<file path="src/rtl/dtc_pkg.sv">
package dtc_pkg;
  typedef enum logic [1:0] {
    MD_13B   = 2'd0,
    MD_16B   = 2'd1,
    MD_RLD8  = 2'd2,
    MD_SPLIT = 2'd3
  } cnt_mode_e;

  typedef struct packed {
    logic      gated;
    logic      evt_src;
    cnt_mode_e md;
  } chan_cfg_t;

  localparam int unsigned RA_MODE = 0;
  localparam int unsigned RA_LO0  = 1;
  localparam int unsigned RA_FLAG = 5;
endpackage

</file>
<file path="src/rtl/dtc_mc_pace.sv">
module dtc_mc_pace #(
  parameter int unsigned MC_LEN = 6
) (
  input  logic clk,
  input  logic rst,
  output logic tick
);
  localparam int unsigned PW = (MC_LEN > 1) ? $clog2(MC_LEN) : 1;
  localparam logic [PW-1:0] LAST = PW'(MC_LEN - 1);
  localparam logic [PW-1:0] ONE  = PW'(1);

  logic [PW-1:0] ph;

  always_ff @(posedge clk) begin
    if (rst)             ph <= '0;
    else if (ph == LAST) ph <= '0;
    else                 ph <= ph + ONE;
  end

  assign tick = (ph == LAST);
endmodule

</file>
<file path="src/rtl/dtc_fall_det.sv">
module dtc_fall_det #(
  parameter int unsigned SYNC = 2
) (
  input  logic clk,
  input  logic rst,
  input  logic tick,
  input  logic pin,
  output logic fall
);
  logic [SYNC-1:0] sy;
  logic            smp;
  logic            fall_q;

  generate
    if (SYNC > 1) begin : g_multi
      always_ff @(posedge clk) begin
        if (rst) sy <= '0;
        else     sy <= {sy[SYNC-2:0], pin};
      end
    end else begin : g_single
      always_ff @(posedge clk) begin
        if (rst) sy <= '0;
        else     sy <= pin;
      end
    end
  endgenerate

  // one sample per machine cycle; high then low marks a falling edge,
  // which is consumed on the following boundary
  always_ff @(posedge clk) begin
    if (rst) begin
      smp    <= 1'b0;
      fall_q <= 1'b0;
    end else if (tick) begin
      smp    <= sy[SYNC-1];
      fall_q <= smp & ~sy[SYNC-1];
    end
  end

  assign fall = fall_q;
endmodule

</file>
<file path="src/rtl/dtc_chan.sv">
module dtc_chan
  import dtc_pkg::*;
#(
  parameter int unsigned BW    = 8,
  parameter int unsigned PRE   = 5,
  parameter bit          SPLIT = 1'b0
) (
  input  logic          clk,
  input  logic          rst,
  input  logic          tick,
  input  logic          en_lo,
  input  logic          en_hi,
  input  cnt_mode_e     md,
  input  logic          wr_lo,
  input  logic          wr_hi,
  input  logic [BW-1:0] wdata,
  output logic [BW-1:0] lo,
  output logic [BW-1:0] hi,
  output logic          ovf_lo,
  output logic          ovf_hi
);
  localparam logic [BW-1:0]     ONE_B = BW'(1);
  localparam logic [BW+PRE-1:0] ONE_S = (BW + PRE)'(1);
  localparam logic [2*BW-1:0]   ONE_F = (2 * BW)'(1);

  logic [BW+PRE-1:0] short_v;
  logic [2*BW-1:0]   full_v;

  assign short_v = {hi, lo[PRE-1:0]};
  assign full_v  = {hi, lo};

  always_ff @(posedge clk) begin
    if (rst) begin
      lo     <= '0;
      hi     <= '0;
      ovf_lo <= 1'b0;
      ovf_hi <= 1'b0;
    end else begin
      ovf_lo <= 1'b0;
      ovf_hi <= 1'b0;
      if (tick && en_lo) begin
        case (md)
          MD_13B: begin
            {hi, lo[PRE-1:0]} <= short_v + ONE_S;
            if (&short_v) ovf_lo <= 1'b1;
          end
          MD_16B: begin
            {hi, lo} <= full_v + ONE_F;
            if (&full_v) ovf_lo <= 1'b1;
          end
          MD_RLD8: begin
            if (&lo) begin
              lo     <= hi;
              ovf_lo <= 1'b1;
            end else begin
              lo <= lo + ONE_B;
            end
          end
          default: begin
            if (SPLIT) begin
              lo <= lo + ONE_B;
              if (&lo) ovf_lo <= 1'b1;
            end
          end
        endcase
      end
      if (SPLIT && md == MD_SPLIT && tick && en_hi) begin
        hi <= hi + ONE_B;
        if (&hi) ovf_hi <= 1'b1;
      end
      if (wr_lo) lo <= wdata;
      if (wr_hi) hi <= wdata;
    end
  end
endmodule

</file>
<file path="src/rtl/dual_tmr_ctr.sv">
module dual_tmr_ctr
  import dtc_pkg::*;
#(
  parameter int unsigned CNT_W    = 16,
  parameter int unsigned MC_LEN   = 6,
  parameter int unsigned PRE_BITS = 5,
  parameter int unsigned SYNC     = 2,
  parameter int unsigned AW       = 3
) (
  input  logic               clk,
  input  logic               rst,
  input  logic [1:0]         ext_in,
  input  logic [1:0]         gate_in,
  input  logic [1:0]         run,
  input  logic               wr_en,
  input  logic [AW-1:0]      addr,
  input  logic [CNT_W/2-1:0] wdata,
  output logic [CNT_W/2-1:0] rd_data,
  output logic [1:0]         ovf
);
  localparam int unsigned DW = CNT_W / 2;
  localparam logic [AW-1:0] A_MODE = AW'(RA_MODE);
  localparam logic [AW-1:0] A_FLAG = AW'(RA_FLAG);

  logic            tick;
  logic [7:0]      mode_q;
  chan_cfg_t       cfg [2];
  logic [1:0]      fall, en_lo, lvl_ok, ovl, ovh;
  logic [DW-1:0]   lo_v [2];
  logic [DW-1:0]   hi_v [2];
  logic [1:0]      flag_q, flag_set, flag_clr;
  logic            split0;
  logic [CNT_W-1:0] cnt0_w, cnt1_w;

  dtc_mc_pace #(.MC_LEN(MC_LEN)) u_pace (.clk(clk), .rst(rst), .tick(tick));

  assign cfg[0] = chan_cfg_t'(mode_q[3:0]);
  assign cfg[1] = chan_cfg_t'(mode_q[7:4]);

  always_ff @(posedge clk) begin
    if (rst)                         mode_q <= '0;
    else if (wr_en && addr == A_MODE) mode_q <= 8'(wdata);
  end

  genvar g;
  generate
    for (g = 0; g < 2; g++) begin : g_ch
      localparam logic [AW-1:0] A_LO = AW'(RA_LO0 + 2 * g);
      localparam logic [AW-1:0] A_HI = AW'(RA_LO0 + 2 * g + 1);
      logic en_hi_w;

      dtc_fall_det #(.SYNC(SYNC)) u_fd (
        .clk(clk), .rst(rst), .tick(tick), .pin(ext_in[g]), .fall(fall[g])
      );

      assign lvl_ok[g] = run[g] & (~cfg[g].gated | gate_in[g]);
      assign en_lo[g]  = lvl_ok[g] & (cfg[g].evt_src ? fall[g] : 1'b1);
      assign en_hi_w   = (g == 0) ? run[1] : 1'b0;

      dtc_chan #(.BW(DW), .PRE(PRE_BITS), .SPLIT(g == 0)) u_ch (
        .clk(clk), .rst(rst), .tick(tick),
        .en_lo(en_lo[g]), .en_hi(en_hi_w), .md(cfg[g].md),
        .wr_lo(wr_en && addr == A_LO), .wr_hi(wr_en && addr == A_HI),
        .wdata(wdata), .lo(lo_v[g]), .hi(hi_v[g]),
        .ovf_lo(ovl[g]), .ovf_hi(ovh[g])
      );
    end
  endgenerate

  // split mode hands flag 1 to the upper half of channel 0
  assign split0      = (cfg[0].md == MD_SPLIT);
  assign flag_set[0] = ovl[0];
  assign flag_set[1] = split0 ? ovh[0] : (ovl[1] | ovh[1]);
  assign flag_clr    = (wr_en && addr == A_FLAG) ? wdata[1:0] : 2'b00;

  always_ff @(posedge clk) begin
    if (rst) flag_q <= '0;
    else     flag_q <= (flag_q & ~flag_clr) | flag_set;
  end

  always_ff @(posedge clk) begin
    if (rst) rd_data <= '0;
    else begin
      case (addr)
        AW'(0):  rd_data <= DW'(mode_q);
        AW'(1):  rd_data <= lo_v[0];
        AW'(2):  rd_data <= hi_v[0];
        AW'(3):  rd_data <= lo_v[1];
        AW'(4):  rd_data <= hi_v[1];
        AW'(5):  rd_data <= DW'(flag_q);
        default: rd_data <= '0;
      endcase
    end
  end

  assign ovf    = flag_q;
  assign cnt0_w = {hi_v[0], lo_v[0]};
  assign cnt1_w = {hi_v[1], lo_v[1]};
endmodule

</file>
<file path="config.mk">
export PLATFORM = sky130hd
export DESIGN_NAME = dual_tmr_ctr
export DESIGN_NICKNAME = d
export VERILOG_FILES = /design/src/rtl/dtc_pkg.sv /design/src/rtl/dtc_mc_pace.sv /design/src/rtl/dtc_fall_det.sv /design/src/rtl/dtc_chan.sv /design/src/rtl/dual_tmr_ctr.sv
export SDC_FILE = /design/constraint.sdc
export NUM_CORES = 1
export LEC_CHECK = 0
export BUFFER_PORTS_ARGS = -buffer_cell sky130_fd_sc_hd__buf_2
export CAP_MARGIN = 20
export CORE_MARGIN = 5
export CORE_UTILIZATION = 60
export CTS_BUF_LIST = sky130_fd_sc_hd__clkbuf_4 sky130_fd_sc_hd__clkbuf_8
export DETAILED_ROUTE_END_ITERATION = 10
export PLACE_DENSITY = 0.79
export SETUP_SLACK_MARGIN = 0.2
export SLEW_MARGIN = 20
export SYNTH_ARGS = -nofsm -noshare
export SYNTH_HDL_FRONTEND = slang
export SYNTH_HIERARCHICAL = 1
export SYNTH_SLANG_ARGS = --single-unit
</file>
<file path="constraint.sdc">
create_clock -name clk -period 2.2 [get_ports clk]
set_input_delay 0.44 -clock clk [delete_from_list [all_inputs] [get_ports clk]]
set_output_delay 0.44 -clock clk [all_outputs]
set_load 0.02 [all_outputs]
</file>
# Yosys cells after proc, flatten, opt, wreduce, memory -nomap -nowiden

Index checks and enable logic that the tools add are counted.

Input bits: 20
Bits in writable memories: 0
ROM bits: 0
Word-level logic and storage cells: 125
Output and inout port bits: 10
Latch bits: 0
Memories kept: 0
Flip-flop bits (word level): 64

Multiplexer cells: 31
Magnitude comparators: 0
Multiply operators: 0
Eq/ne operators: 12
Bitwise logic cells: 18
Add/sub/neg operators: 8
Shift operators: 0
Div/mod/pow operators: 0
Reductions and logical operators: 37

Operators by type and width:

| operator                                                        | number |
|---|---|
| 8-bit two-way mux                                               | 11 |
| 8-bit case mux with 6 select lines                              | 1 |
| 16-bit by 1-bit adder with 16-bit output, second input constant | 2 |
| 8-bit case mux with 2 select lines                              | 2 |
| 16-bit AND reduction                                            | 2 |
| 5-bit case mux with 3 select lines                              | 2 |
| 13-bit by 1-bit adder with 13-bit output, second input constant | 2 |
| 13-bit AND reduction                                            | 2 |
| 8-bit by 1-bit adder with 8-bit output, second input constant   | 3 |
| 8-bit AND reduction                                             | 3 |
| 1-bit logical AND                                               | 10 |
| 1-bit two-way mux                                               | 10 |
| 2-bit AND reduction                                             | 5 |
| 3-bit == test, second input constant                            | 3 |
| 3-bit case mux with 3 select lines                              | 1 |
| 3-bit nonzero test                                              | 3 |
| 4-bit nonzero test                                              | 2 |
| 2-bit OR reduction                                              | 4 |
| 1-bit inverter                                                  | 7 |
| 1-bit AND                                                       | 6 |
| 2-bit == test, second input constant                            | 3 |
| 3-bit by 2-bit == test with 1-bit output, second input constant | 2 |
| 3-bit case mux with 2 select lines                              | 1 |
| 2-bit nonzero test                                              | 3 |
| other kinds (13)                                                | 16 |

# Depth between registers and ports, before layout

Gate-level depths: netlist of the first run.

Depth in word-level cells: 8
Depth in mapped cells: 10
Gate-level depth less buffers: 8

# Modules after synthesis

The synthesis of the first run kept the hierarchy.

Modules (own cells, without submodules):

| module                  | times used | area an instance (um2) | cells an instance |
|---|---|---|---|
| dtc_chan (g_ch[1].u_ch) | 1          | 1491.4                 | 192 |
| dtc_chan (g_ch[0].u_ch) | 1          | 1471.4                 | 181 |
| dual_tmr_ctr            | 1          | 1074.8                 | 137 |
| dtc_fall_det            | 2          | 128.9                  | 11 |
| dtc_mc_pace             | 1          | 133.9                  | 13 |

# Worst setup path after synthesis of the first run

Ideal clock, no wire load.

Path kind: input to register
Start: input port addr[2]
End: register g_ch[0].u_ch.hi[6]
Stages on the path: 7
Buffers on the path: 3
Data arrival time: 1.921 ns
Slack: 0.164 ns
Setup time: 0.115 ns
Path through: buf_4 > nand2b_1 > nor2_1 > buf_6 > dlygate4sd3_1 > a21oi_1 > o21a_1

Cells in the longest elaborated chain, start to end: 4

Ends and longest elaborated chain:

| what                                                                             | line               | RTL |
|---|---|---|
| from (decl)                                                                      | dual_tmr_ctr.sv:16 | `input logic [AW-1:0] addr,` |
| 3-bit by 2-bit == test with 1-bit output *                                       | dual_tmr_ctr.sv:63 | `.wr_lo(wr_en && addr == A_LO), .wr_hi(wr_en && addr == A_HI),` |
| 1-bit logical AND *                                                              | dual_tmr_ctr.sv:63 |  |
| 4-bit nonzero test (no source line) / 3-bit nonzero test (equally long branches) | --                 |  |
| 2-bit AND reduction (no source line)                                             | --                 |  |
| to (signal assigned)                                                             | dtc_chan.sv:48     | `{hi, lo} <= full_v + ONE_F;` |
| to (signal assigned)                                                             | dtc_chan.sv:68     | `hi <= hi + ONE_B;` |
| to (signal assigned)                                                             | dtc_chan.sv:72     | `if (wr_hi) hi <= wdata;` |
| to (decl)                                                                        | dtc_chan.sv:18     | `output logic [BW-1:0] hi,` |

Every way passes the cells marked *; elsewhere a longest branch is shown, timed or not.
A chain may end at the register's enable or synchronous reset.

# Worst setup path in the final report of the first run

Start: register mode_q[0]
End: register g_ch[0].u_ch.hi[0]

Cells in the longest elaborated chain, start to end: 5

Ends and longest elaborated chain:

| what                                                                           | line                           | RTL |
|---|---|---|
| from (decl)                                                                    | dual_tmr_ctr.sv:26             | `logic [7:0] mode_q;` |
| from (signal assigned)                                                         | dual_tmr_ctr.sv:42             | `else if (wr_en && addr == A_MODE) mode_q <= 8'(wdata);` |
| 2-bit by 1-bit == test with 1-bit output (tied with other cells)               | dtc_chan.sv:42                 | `case (md)` |
| 8-bit case mux with 2 select lines / 1-bit logical AND (equally long branches) | dtc_chan.sv:42, dtc_chan.sv:67 |  |
| 8-bit two-way mux / 1-bit logical AND (equally long branches)                  | dtc_chan.sv:41, dtc_chan.sv:67 |  |
| 8-bit two-way mux (tied with other cells)                                      | dtc_chan.sv:67                 | `if (SPLIT && md == MD_SPLIT && tick && en_hi) begin` |
| 8-bit two-way mux / 2-bit AND reduction (equally long branches)                | --                             |  |
| to (signal assigned)                                                           | dtc_chan.sv:44                 | `{hi, lo[PRE-1:0]} <= short_v + ONE_S;` |
| to (signal assigned)                                                           | dtc_chan.sv:68                 |  |
| to (signal assigned)                                                           | dtc_chan.sv:72                 |  |

Several ways; a longest one is shown, not always the timed one. The select of a mux whose other input is x is not followed.

==> summary.txt, run 1 <==
Synth
  – Synthesized area: 4430 um^2
  – Yosys warns: 6
  – Syn nets: ~580
  – Syn Inst Count: 544
  – Avg Inst Size Synth: 8.14 um^2

Timing
  – Slew headroom: 59.1%
  – Setup violations, final: 0
  – Worst-margin pin slew: 0.611 ns
  – Final Slew Violations: 0
  – Fmax: 514 MHz
  – Setup_tns: 0 ns
  – RSZ-0062 raised after global routing: true
  – Clock skew: 0.0124 ns
  – Min cycle time layout: 1.95 ns
  – Fin. Hold Viols: 0
  – Final worst-path setup slack: 0.254 ns
  – Hold WS: 0.311 ns
  – Final period util: around nine tenths

CTS
  – CTS max path bufs: 2
  – H-tree levels: 3
  – Clock Pin Slew Worst Setup and Hold Paths: approximately 0.090 ns
  – Clock root cell: clkbuf_8
  – Total CTS buffers: 9
  – Clock sink count: 64
  – Post-CTS Hold Fix Bufs: 0
  – Worst-skew pair later-pin latency: 0.34 ns
  – CTS tree: built

Global routing
  – Overall routing resource usage: 30.7%
  – Pin count of the biggest net entering global routing: 27
  – Gr ovfl total: 0
  – Vias in the first global route: 4,231
  – First-pass GRT wire length: 21.7 mm
  – Initial antenna violation count: 0

Finish
  – Share of layout cells above drive strength 1: around a quarter
  – Final #Nets: between 600 and 700
  – Final cell count without fillers: 699
  – Diode count: 0
  – Area grow syn2layout: 17.1%

Worst setup path
  – Max incr delay on CP: 0.41 ns
  – Internal reg-to-reg setup slack: 0.25 ns
  – Most frequent CP cell: buf_4
  – Arr. time, crit path: 2.23 ns
  – RR Startpoint: mode_q[0]
  – Cell Chain, Critical Path: inv_1, ha_1, buf_4, o21a_1, o21ai_1, buf_4, a211oi_1, a221o_1, nor2_1
  – Reg2reg end: g_ch[0].u_ch/hi[0]
  – Worst Path Required: 2.49 ns
  – Setup crit end kind: flop
  – Startpoint Class: flop
  – Crit Path Class: flop to flop
  – Slowest cell on crit path: dfxtp_4
  – Worst R2R Path Depth: 9
  – CP max FO: 7

Floorplan
  – Core region area: 7210 um^2
  – Ports: 30
  – Die footprint: 9190 um^2
  – Chip width: about 96 um
  – Starting Density: 61.3%
  – Die height: 95.9 um
  – Rows: 31

Min path
  – Worst Hold Class: input port to flop
  – WHS Path Cells: 2
  – Worst Hold End: g_ch[0].u_fd/sy[0]
  – Hold_sp: ext_in[0]

Routing
  – # DRC: 0
  – First DRT Iteration DRCs: 525
  – WL final: 13.9 mm
  – Via count: 4,676
  – DR vias/cell: between 6 and 7
  – Wire length per cell: 19.9 um
  – Detail Route Antenna Nets: 0
  – DR pass1 iterations: 6

Job
  – Max_cap viols: 0

Run status
  – Status: finished clean

Placement
  – Post-Place Worst Slack: 0.0606 ns
  – Routability-driven placement congestion ratio: 1.01
  – I/O Buffers: 29
  – Placed insts: 681
  – Hpwl dp: 9.89 mm

Power and ir drop
  – Pleak: roughly 1.9 nW
  – VDD IR max: 0.504 mV
  – PD cells: roughly 540 nW/um^2
[flip-flops by register name, indices dropped and copies added, names as in the netlist, 3 cells and up]
register	cells
g_ch.u_ch/hi	16
g_ch.u_ch/lo	16
g_ch.u_fd/sy	4
mode_q	8
rd_data	8
u_pace/ph	3
[what timing repair did]
action,CTS,global route
setup endpoints to repair,18,24
cloned,0,0
buffers inserted,0,2
resized for setup,13,25
pin swaps,0,2
[worst max-delay path, delay by kind of cell, from the launching register on]
family | cells | cell delay [ns]
AO/OA/AOI/OAI | 4 | 0.73
adder cells (fa/ha/maj) | 1 | 0.23
AND/OR/NAND/NOR | 1 | 0.07
flip-flops | 1 | 0.41
buffers and inverters | 3 | 0.44
[placed cells by master, fill, tap and decap left out, types with 10 or more instances in the layout]
master and n:
a21oi_1 39, a31oi_1 11, buf_2 29, buf_4 45, dfxtp_1 60, inv_1 22
mux2_2 11, nand2_1 46, nand2b_1 13, nand3_1 22, nand4_1 10, nor2_1 30
nor2b_1 12, nor3_1 13, o21ai_0 21
[worst max path at each step]
stage | from | to | slack (ns) | depth (start not counted)
CTS | u_pace/ph[0] | g_ch[1].u_ch/hi[4] | 0.20 | 7
finish | mode_q[0] | g_ch[0].u_ch/hi[0] | 0.25 | 9
global route | mode_q[1] | g_ch[0].u_ch/hi[7] | 0.18 | 7
floorplan | u_pace/ph[0] | g_ch[1].u_ch/hi[7] | 0.20 | 6
global placement | mode_q[0] | g_ch[0].u_ch/hi[7] | 0.15 | 6
detailed placement | mode_q[0] | g_ch[0].u_ch/hi[5] | 0.06 | 6
[routing by layer]
layer / global-route usage, % / part of all wire, % / wire length (um) / vias to the layer above
met2: 47.3 / 45 / 6300 / 294
met1: 41.4 / 40 / 5570 / 2193
met5: 0 / 0 / 0 / -
li1: - / - / - / 2135
met3: 6.41 / 11 / 1570 / 54
met4: 13.4 / 3.6 / 495 / 0
[where the power goes]
| group | total, mW | internal, mW | switching [mW] | leakage (nW) |
|---|---|---|---|---|
| clock network | 1.18 | 0.650 | 0.531 | 0.110 |
| logic | 0.370 | 0.152 | 0.217 | 1.25 |
| registers | 1.26 | 1.20 | 0.0577 | 0.523 |
[stage by stage]
stage | instance area [um^2] | total power [mW] | utilization (%)
floorplan | 4430 | 1.50 | -
global placement | 4810 | 1.62 | 66.6
detailed placement | 4810 | 1.63 | 66.6
CTS | 5080 | 2.80 | 70.4
global route | 5180 | 2.92 | 71.8
finish | 5180 | 2.81 | 71.8
[final cells by class]
cell class	instances	area, um^2
Tap cell	99	124
Clock inverter	7	103
Timing Repair Buffer	74	483
Sequential cell	64	1290
Fill cell	600	2030
Clock buffer	9	124
Multi-Input combinational cell	424	2980
Inverter	22	82.6
No activity file was read; power rests on OpenSTA's default activity.
==> run 2: changes to the inputs <==
--- a/config.mk
+++ b/config.mk
@@ -8,10 +8,10 @@
 export BUFFER_PORTS_ARGS = -buffer_cell sky130_fd_sc_hd__buf_2
 export CAP_MARGIN = 20
 export CORE_MARGIN = 5
-export CORE_UTILIZATION = 60
+export CORE_UTILIZATION = 50
 export CTS_BUF_LIST = sky130_fd_sc_hd__clkbuf_4 sky130_fd_sc_hd__clkbuf_8
 export DETAILED_ROUTE_END_ITERATION = 10
-export PLACE_DENSITY = 0.79
+export PLACE_DENSITY = 0.68
 export SETUP_SLACK_MARGIN = 0.2
 export SLEW_MARGIN = 20
 export SYNTH_ARGS = -nofsm -noshare
==> run 2 against run 1 <==
  * Critical path depth down 2
  * Sequential share of layout area is 0.20 points lower
  * Die area up 18%
  * Worst setup slack improved by 0.013 ns
  * Register-to-register slack barely moved
  * Critical endpoint is now g_ch[0].u_ch/lo[2]
==> summary.txt, run 2 (synthesis gave the netlist of run 1 again) <==
Run status
  – Status: finished clean

Finish
  – Commonest non-fill, non-tap cell in the layout: dfxtp_1
  – Finished Core Util: 59.9% (-12 points)
  – Final Instance Area: 5200 um^2 (+0.41%)
  – Diode count: 0 (unchanged)
  – Area grow syn2layout: 17.6%
  – Final #Nets: 630 (+0.32%)
  – Biggest regs: g_ch.u_ch/hi x16, g_ch.u_ch/lo x16
  – Highest-count cells in the layout ignoring fill and taps: 62 x dfxtp_1, 47 x nand2_1, 46 x buf_4, 37 x a21oi_1, 30 x nor2_1
  – Share of layout cells above drive strength 1: 25.4% (+0.082 points)
  – Final cell count without fillers: 710 (+1.6%)

Power and ir drop
  – Pleak: 1.90 nW (+0.46%)
  – Clock Power Share: 39.4% (-2.6 points)
  – Total power draw: 2.69 mW (-4.3%)
  – Int Power: 1.92 mW (-4.5%)
  – PD cells: 517 nW/um^2 (-4.7%)
  – Sw Pwr: 776 uW (-3.8%)
  – Flop pwr share: 46.8% (+2.0 points)
  – VDD IR max: 0.362 mV (-28%)
  – Comb pwr share: 13.8% (+0.7 points)
  – Switch share: 28.8% (+0.16 points)

Worst setup path
  – CP Launch Point: mode_q[0]
  – Crit Path Class: flop to flop
  – Worst R2R Path Depth: 7 (-2)
  – Startpoint Class: flop
  – RR Startpoint: mode_q[0]
  – Arr. time, crit path: 2.15 ns (-0.08 ns)
  – Internal reg-to-reg setup slack: 0.27 ns (about the same)
  – Worst Path Required: 2.42 ns (-0.07 ns)
  – Setup crit end kind: flop
  – Reg2reg end: g_ch[0].u_ch/lo[2]
  – CP max FO: 5 (-2)

CTS
  – Worst-skew pair later-pin latency: 0.35 ns (about the same)
  – Total CTS buffers: 9 (unchanged)
  – H-tree levels: 3 (unchanged)
  – Post-CTS Hold Fix Bufs: 0 (unchanged)
  – Clock Pin Slew Worst Setup and Hold Paths: 0.08 ns (about the same)
  – CTS tree: built
  – CTS max path bufs: 2 (unchanged)
  – Clock root cell: clkbuf_8
  – Clock sink count: 64 (unchanged)

Timing
  – Fmax: 517 MHz (+0.67%)
  – RSZ-0062 raised after global routing: true
  – Final worst-path setup slack: 0.267 ns (+0.0129 ns)
  – Setup_tns: 0 ns (unchanged)
  – Setup violations, final: 0 (unchanged)
  – Hold WS: 0.303 ns (-0.00836 ns)
  – Min cycle time layout: 1.93 ns (-0.0129 ns)
  – Fin. Hold Viols: 0 (unchanged)
  – Final Slew Violations: 0 (unchanged)
  – Clock skew: 0.00853 ns (-0.00390 ns)
  – Final period util: 87.9% (-0.59 points)

Routing
  – DR pass1 iterations: 5 (-1)
  – First DRT Iteration DRCs: 469 (-11%)
  – Wire length per cell: 19.6 um (-1.7%)
  – # DRC: 0 (unchanged)
  – DR vias/cell: 6.36 (-4.9%)
  – Detail Route Antenna Nets: 0 (unchanged)
  – WL final: 13.9 mm (-0.14%)
  – Via count: 4,519 (-3.4%)

Floorplan
  – Starting Density: 51.0% (-10 points)
  – Core region area: 8680 um^2 (+20%)
  – Chip width: 104 um (+8.6%)
  – Rows: 34 (+9.7%)
  – Ports: 30 (unchanged)
  – Die height: 104 um (+8.6%)
  – Die footprint: 10,800 um^2 (+18%)

Min path
  – Hold_sp: ext_in[0]
  – Worst Hold End: g_ch[0].u_fd/sy[0]
  – Worst Hold Class: input port to flop
  – WHS Path Cells: 2 (unchanged)

Global routing
  – Initial antenna violation count: 0 (unchanged)
  – First-pass GRT wire length: 22.0 mm (+1.4%)
  – Pin count of the biggest net entering global routing: 38 (+41%)
  – Gr ovfl total: 0 (unchanged)
  – Vias in the first global route: 4,132 (-2.3%)
  – Overall routing resource usage: 25.0% (-5.7 points)

Job
  – Max_cap viols: 0 (unchanged)

Placement
  – Post-Place Worst Slack: 0.0478 ns (-0.0129 ns)
  – Routability-driven placement congestion ratio: 0.984 (-2.2%)
  – Placed insts: 691 (+1.5%)
  – Area post-placement: 4840 um^2 (+0.65%)
  – I/O Buffers: 29 (unchanged)
  – Hpwl dp: 10.1 mm (+2.4%)
[run 2: cell types whose count changed in the layout (fill, tap and decap cells not counted), moves of 2 or more]
cell	change
a21oi_2	+2
and3_2	-2
dfxtp_1	+2
ha_2	+2
and3_1	+2
inv_6	-2
a2111oi_0	-2
a21oi_1	-2
[run 2: final cells by class]
| cell class | instances | area, um^2 |
|---|---|---|
| clock buffer | 10 | 138 |
| multi-input combinational | 424 | 2980 |
| fill | 797 | 3480 |
| timing repair buffer | 76 | 510 |
| tap | 108 | 135 |
| clock inverter | 6 | 68.8 |
| sequential | 64 | 1280 |
| inverter | 22 | 82.6 |
[run 2: timing repair]
item | in CTS | in global routing
setup endpoints to repair | 17 | 24
pin swaps | 0 | 5
resized for setup | 6 | 30
buffers inserted | 2 | 1
[run 2: routing by layer]
metal,global-route usage (%),wire length (um),up-vias
met1,36.2,6240,2136
met5,0,0,-
met4,9.44,385,0
met3,5.40,1240,34
met2,36.0,6060,214
li1,-,-,2135
[run 2: worst max path at each step]
stage                         endpoint  slack, ns  cells after the start
floorplan           g_ch[1].u_ch/hi[7]       0.20                      6
global placement    g_ch[1].u_ch/hi[7]       0.05                      7
detailed placement  g_ch[1].u_ch/lo[0]       0.05                      7
CTS                 g_ch[0].u_ch/hi[6]       0.20                      8
global route        g_ch[0].u_ch/lo[2]       0.17                      7
finish              g_ch[0].u_ch/lo[2]       0.27                      7
[run 2: power groups by stage]
stage          combinational [mW]  clock, mW  sequential, mW
2_1_floorplan               0.222          0            1.28
3_5_place_dp                0.355          0            1.28
4_1_cts                     0.359       1.08            1.26
3_3_place_gp                0.347          0            1.28
5_1_grt                     0.403       1.13            1.27
6_report                    0.372       1.06            1.26
[run 2: critical path: stages (launching register included)]
cell and delay [ns]:
dfxtp_1 0.37, inv_1 0.08, ha_1 0.23, or2_2 0.37, nor3_2 0.22, nor2_1 0.10
a2111oi_2 0.35, a2111oi_1 0.09
